===== src/rtl/conv1d_pkg.sv =====
package conv1d_pkg;

  // strobes driven from control to datapath each cycle
  typedef struct packed {
    logic loadX;      // capture sample vector
    logic macEn;      // perform one space-time step
    logic firstStep;  // step q = 0: start partial sums from zero
    logic emit;       // present one finished result
  } convCtl_t;

  typedef enum logic [1:0] {
    ST_IDLE  = 2'd0,
    ST_RUN   = 2'd1,
    ST_DRAIN = 2'd2
  } convState_t;

endpackage


===== src/rtl/conv1d_ctrl.sv =====
module conv1d_ctrl
  import conv1d_pkg::*;
#(
  parameter int LANES  = 8,
  parameter int TAPS   = 3,
  parameter int TAP_W  = 2,
  parameter int LANE_W = 3
) (
  input  logic              clk,
  input  logic              rstN,
  input  logic              start,
  output convCtl_t          ctl,
  output logic [TAP_W-1:0]  tapSel,
  output logic [LANE_W-1:0] outSel
);

  localparam int NUM_OUT = LANES - TAPS + 1;
  localparam logic [TAP_W-1:0]  LAST_STEP = TAP_W'(TAPS - 1);
  localparam logic [LANE_W-1:0] LAST_OUT  = LANE_W'(NUM_OUT - 1);
  localparam logic [LANE_W-1:0] OUT_BASE  = LANE_W'(TAPS - 1);

  convState_t        state;
  logic [TAP_W-1:0]  stepCnt;
  logic [LANE_W-1:0] drainCnt;

  always_ff @(posedge clk or negedge rstN) begin
    if (!rstN) begin
      state    <= ST_IDLE;
      stepCnt  <= '0;
      drainCnt <= '0;
    end else begin
      case (state)
        ST_IDLE: begin
          if (start) begin
            state   <= ST_RUN;
            stepCnt <= '0;
          end
        end
        ST_RUN: begin
          if (stepCnt == LAST_STEP) begin
            state    <= ST_DRAIN;
            drainCnt <= '0;
          end else begin
            stepCnt <= stepCnt + 1'b1;
          end
        end
        ST_DRAIN: begin
          if (drainCnt == LAST_OUT) begin
            state <= ST_IDLE;
          end else begin
            drainCnt <= drainCnt + 1'b1;
          end
        end
        default: state <= ST_IDLE;
      endcase
    end
  end

  always_comb begin
    ctl.loadX     = (state == ST_IDLE) && start;
    ctl.macEn     = (state == ST_RUN);
    ctl.firstStep = (state == ST_RUN) && (stepCnt == '0);
    ctl.emit      = (state == ST_DRAIN);
    tapSel        = stepCnt;
    // after the last step, result c sits in lane c + TAPS - 1
    outSel        = OUT_BASE + drainCnt;
  end

endmodule


===== src/rtl/conv1d_datapath.sv =====
module conv1d_datapath
  import conv1d_pkg::*;
#(
  parameter int LANES  = 8,
  parameter int TAPS   = 3,
  parameter int DW     = 8,
  parameter int SW     = 24,
  parameter int TAP_W  = 2,
  parameter int LANE_W = 3
) (
  input  logic                  clk,
  input  logic                  rstN,
  input  logic                  wWe,
  input  logic [TAP_W-1:0]      wAddr,
  input  logic [DW-1:0]         wData,
  input  logic [LANES*DW-1:0]   xVec,
  input  convCtl_t              ctl,
  input  logic [TAP_W-1:0]      tapSel,
  input  logic [LANE_W-1:0]     outSel,
  output logic signed [SW-1:0]  zOut,
  output logic                  zValid
);

  localparam int PW = 2 * DW;

  logic signed [DW-1:0] wReg   [TAPS];
  logic signed [DW-1:0] xReg   [LANES];
  logic signed [SW-1:0] accReg [LANES];
  logic signed [DW-1:0] curW;

  // weight register file, one entry per tap
  always_ff @(posedge clk or negedge rstN) begin
    if (!rstN) begin
      for (int i = 0; i < TAPS; i++) wReg[i] <= '0;
    end else if (wWe && (int'(wAddr) < TAPS)) begin
      wReg[wAddr] <= wData;
    end
  end

  // broadcast weight of the current step
  always_comb begin
    curW = '0;
    for (int i = 0; i < TAPS; i++) begin
      if (tapSel == TAP_W'(i)) curW = wReg[i];
    end
  end

  // sample capture: lane s holds x(s)
  always_ff @(posedge clk or negedge rstN) begin
    if (!rstN) begin
      for (int i = 0; i < LANES; i++) xReg[i] <= '0;
    end else if (ctl.loadX) begin
      for (int i = 0; i < LANES; i++) xReg[i] <= xVec[i*DW +: DW];
    end
  end

  // lanes: multiply-add, then neighbour shift toward higher lane index
  for (genvar g = 0; g < LANES; g++) begin : gLane
    logic signed [PW-1:0] prod;
    logic signed [SW-1:0] accIn;

    assign prod = xReg[g] * curW;

    if (g == 0) begin : gHead
      assign accIn = '0;
    end else begin : gBody
      assign accIn = ctl.firstStep ? '0 : accReg[g-1];
    end

    always_ff @(posedge clk or negedge rstN) begin
      if (!rstN) begin
        accReg[g] <= '0;
      end else if (ctl.macEn) begin
        accReg[g] <= accIn + SW'(prod);
      end
    end
  end

  // output stage
  always_ff @(posedge clk or negedge rstN) begin
    if (!rstN) begin
      zOut   <= '0;
      zValid <= 1'b0;
    end else begin
      zValid <= ctl.emit;
      if (ctl.emit) zOut <= accReg[outSel];
    end
  end

endmodule


===== src/rtl/conv1d_systolic.sv =====
module conv1d_systolic
  import conv1d_pkg::*;
#(
  parameter int LANES  = 8,
  parameter int TAPS   = 3,
  parameter int DW     = 8,
  parameter int SW     = 24,
  parameter int TAP_W  = (TAPS > 1) ? $clog2(TAPS) : 1,
  parameter int LANE_W = (LANES > 1) ? $clog2(LANES) : 1
) (
  input  logic                 clk,
  input  logic                 rstN,
  input  logic                 wWe,
  input  logic [TAP_W-1:0]     wAddr,
  input  logic [DW-1:0]        wData,
  input  logic                 start,
  input  logic [LANES*DW-1:0]  xVec,
  output logic [SW-1:0]        zOut,
  output logic                 zValid
);

  convCtl_t          ctl;
  logic [TAP_W-1:0]  tapSel;
  logic [LANE_W-1:0] outSel;
  logic signed [SW-1:0] zData;

  conv1d_ctrl #(
    .LANES (LANES),
    .TAPS  (TAPS),
    .TAP_W (TAP_W),
    .LANE_W(LANE_W)
  ) u_ctrl (
    .clk   (clk),
    .rstN  (rstN),
    .start (start),
    .ctl   (ctl),
    .tapSel(tapSel),
    .outSel(outSel)
  );

  conv1d_datapath #(
    .LANES (LANES),
    .TAPS  (TAPS),
    .DW    (DW),
    .SW    (SW),
    .TAP_W (TAP_W),
    .LANE_W(LANE_W)
  ) u_dp (
    .clk   (clk),
    .rstN  (rstN),
    .wWe   (wWe),
    .wAddr (wAddr),
    .wData (wData),
    .xVec  (xVec),
    .ctl   (ctl),
    .tapSel(tapSel),
    .outSel(outSel),
    .zOut  (zData),
    .zValid(zValid)
  );

  assign zOut = zData;

endmodule


===== config.mk =====
export PLATFORM = sky130hd
export DESIGN_NAME = conv1d_systolic
export DESIGN_NICKNAME = d
export VERILOG_FILES = /design/src/rtl/conv1d_pkg.sv /design/src/rtl/conv1d_ctrl.sv /design/src/rtl/conv1d_datapath.sv /design/src/rtl/conv1d_systolic.sv
export SDC_FILE = /design/constraint.sdc
export NUM_CORES = 2
export LEC_CHECK = 0
export ABC_CLOCK_PERIOD_IN_PS = 20200
export BUFFER_PORTS_ARGS = -buffer_cell sky130_fd_sc_hd__buf_2
export CORE_MARGIN = 10
export CORE_UTILIZATION = 60
export DETAILED_ROUTE_END_ITERATION = 12
export PLACE_DENSITY = 0.77
export SLEW_MARGIN = 20
export SYNTH_ARGS = -nofsm -noshare
export SYNTH_HDL_FRONTEND = slang
export SYNTH_SLANG_ARGS = --single-unit

===== constraint.sdc =====
create_clock -name clk -period 20.2 [get_ports clk]
set_input_delay 3.03 -clock clk [delete_from_list [all_inputs] [get_ports clk]]
set_output_delay 3.03 -clock clk [all_outputs]
set_load 0.01 [all_outputs]

==> summary.md <==
| Metric | Value |
|---|---|
| CP Capture Type | `register` |
| Cell count of the worst reg-to-reg path | `27` |
| Area post-placement | `45230 µm²` |
| MaxCap Viol Count | `0` |
| Required @ worst endpoint | `20620 ps` |
| Hold_buf cts | `0` |
| Post-cts sizing count | `0` |
| Reg2Reg Setup Slack | `about 12000 ps` |
| Largest cells by area after synthesis | `fa_1 35%, dfrtp_1 17%, ha_1 12%` |
| Clock buffer depth | `3` |
| Clock Sinks | `around 300` |
| Most frequent cells in the layout | `759 x fa_1, 699 x inv_1, 608 x nand2_1` |
| Initial Util | `60.90%` |
| Ys flop type | `dfrtp_1` |
| Core area | `a little over 70000 µm²` |
| Die area | `84140 µm²` |
| Share of flip-flops with an asynchronous set or reset | `100.0%` |
| Syn avg cell area | `9.896 µm²` |
| Fin. max-slew vios | `0` |
| Setup TNS | `0 ps` |
| DR iter-0 viols | `2139` |
| GRT overflow | `0` |
| Vias in the first global route | `around 33000` |
| Setup CP Type | `reg -> reg` |
| Synthesis-to-finish area growth | `6.719%` |
| Post-Syn Nets | `5662` |
| Die W | `roughly 290 µm` |
| Layout cells sized above 1 | `around 8.0%` |
| Chip height | `290.1 µm` |
| Rel. slew slack | `roughly 35%` |
| ANT nets after route | `0` |
| CTS buffer count | `40` |
| Hold path endpoint | `u_dp.zOut[12]$_DFFE_PN0P_` |
| Post-Route WL | `~110000 µm` |
| Antenna violations before repair | `2` |
| Maximum number of pins on one net before global-route repair | `227` |
| Synth unique cells | `63` |
| CP arrival | `between 8000 and 9000 ps` |
| Fillcell total | `5762` |
| CTS tree | `done` |
| Crit share post-route | `roughly 40%` |
| Multi-input logic area | `33060 µm²` |
| First-pass GRT wire length | `180200 µm` |
| Number of enable flip-flop cells after synthesis | `0` |
| Sequential-to-total area share from yosys stat | `between 10% and 20%` |
| Post-route cell area | `~47000 µm²` |
| RD Place Congestion | `0.9057` |
| Fmax | `123.8 MHz` |
| Root Buffer | `clkbuf_16` |
| Final min period | `8080 ps` |
| Yosys top cell by area | `fa_1` |
| Worst slack, placed | `12040 ps` |
| Hold_sp | `u_dp.zOut[12]$_DFFE_PN0P_` |
| HP Class | `reg -> reg` |
| Final core utilization | `roughly two thirds` |
| Worst hold stages | `2` |
| GRT Overall Usage | `a little over a quarter` |
| Final Hold Fails | `0` |
| Skew final | `36.10 ps` |
| Input/output buffers | `102` |
| R2R Path End | `u_dp.accReg[142]$_DFFE_PN0N_` |
| Worst Path Max Fanout | `39` |
| Clk_lat worst skew | `just under 600 ps` |
| Vias per inst | `5.721` |
| Reg clk slew, reported paths | `70 ps` |
| Syn. warnings | `0` |
| Cell Rows | `roughly 100` |
| Worst slew pin tran | `969.8 ps` |
| First drt pass iteration count | `5` |
| Yosys reg bits | `304` |
| Top cell type's share of synthesized area | `34.72%` |
| Drt drc | `0` |
| Sequential cell area | `approximately 7600 µm²` |
| H-tree depth | `2` |
| IO Pins | `103` |
| Most common cell after layout, fill and taps aside | `fa_1` |
| Startpoint Class | `register` |
| Layout Nets | `~5700` |
| Mapped cell area | `43760 µm²` |
| Synth Instances | `~4400` |
| Setup ws final | `12120 ps` |
| Routed length per instance | `19.97 µm` |
| RSZ-0062 raised after global routing | `false` |
| Reg2reg start | `u_ctrl.tapSel[1]$_DFFE_PN0P_` |
| Post-CTS Repair Setup Buffers | `0` |
| DR vias | `31002` |
| Final HPWL DP | `85010 µm` |
| Endpoints failing setup | `0` |
| Outcome | `finished, final reports clean` |
worst max-delay path, cell delays in order, from the launching register on:
cell      delay [ps]
dfrtp_1          360
inv_1             70
ha_1             290
nor2b_1          480
a22oi_1          210
o21ai_4          160
buf_4            350
buf_4            520
and2_1           190
buf_4            300
inv_1            100
fa_1             490
inv_1             50
fa_1             480
fa_1             510
fa_1             530
inv_1             60
fa_1             500
inv_1             40
ha_1             310
o21a_1           200
a2111o_1         440
a41oi_2          280
o21ai_0          200
nor4_1           330
o41ai_1          170
xnor2_1          150
o21ai_0           90
through the flow:
step | std cells | hold WS, ps
after CTS | 5418 | 482.4
final | 5419 | 483.8
after detailed placement | 5346 | 461.9
after global placement | 5346 | 453.1
after floorplan | 4422 | 438.5
after global routing | 5418 | 513.4
synthesized netlist by cell type, types with 22 or more instances:
library cell / n
a21oi_1: 115
nor2_1: 110
xor2_1: 49
nand3_1: 34
nor3_1: 23
dfrtp_1: 304
o22ai_1: 26
clkbuf_1: 123
and2_1: 378
a21o_1: 40
or3_1: 22
o21ai_0: 184
mux2_2: 91
inv_1: 699
fa_1: 759
a211oi_1: 29
nand2_1: 609
buf_1: 27
xnor2_1: 111
ha_1: 403
mux2i_1: 52
mux4_2: 25
worst max path at each step:
stage | start | to | slack (ps) | cells past startpoint
CTS | u_ctrl.tapSel[0]$_DFFE_PN0P_ | u_dp.accReg[142]$_DFFE_PN0N_ | 11970 | 26
global placement | u_ctrl.tapSel[0]$_DFFE_PN0P_ | u_dp.accReg[70]$_DFFE_PN0N_ | 12150 | 24
detailed placement | u_ctrl.tapSel[0]$_DFFE_PN0P_ | u_dp.accReg[142]$_DFFE_PN0N_ | 12040 | 26
global route | u_ctrl.tapSel[1]$_DFFE_PN0P_ | u_dp.accReg[142]$_DFFE_PN0N_ | 11750 | 27
floorplan | u_ctrl.tapSel[1]$_DFFE_PN0P_ | u_dp.accReg[70]$_DFFE_PN0N_ | 13200 | 26
finish | u_ctrl.tapSel[1]$_DFFE_PN0P_ | u_dp.accReg[142]$_DFFE_PN0N_ | 12120 | 27
layout make-up:
cell class / count / area share (%)
antenna: 1 / 0.005358
clock buffer: 53 / 2.425
timing repair buffer: 130 / 1.618
inverter: 699 / 5.618
tap: 950 / 2.545
multi-input combinational: 3263 / 70.79
sequential: 304 / 16.30
clock inverter: 19 / 0.7019
per-layer routing:
layer / vias up / part of all wire, % / GRT usage [%]
li1: 13997 / - / -
met3: 230 / 7.0 / 4.551
met5: - / 0 / 0
met1: 15823 / 42 / 35.75
met4: 0 / 3.8 / 9.472
met2: 952 / 48 / 43.05
sequential cells by signal, summed over array words and instances, names as in the netlist:
| register | count |
|---|---|
| u_dp.accReg | 184 |
| u_dp.xReg | 64 |
| u_dp.wReg | 24 |
| u_dp.zOut | 24 |
| u_ctrl.drainCnt | 3 |
| u_ctrl.state | 2 |
| u_ctrl.tapSel | 2 |
| u_dp.zValid | 1 |
cells by family after synthesis:
group                      synth area share, %
adders and majority gates                46.24
xor gates and xnor gates                 3.202
AOI/OAI and AO/OA                        7.365
muxes                                    4.818
buffers and inverters                    7.351
DFF                                      17.38
and+or+nand+nor                          13.64
Power is not shown: default switching activity piles up to over one toggle a cycle in this logic, so the estimate is an artifact.
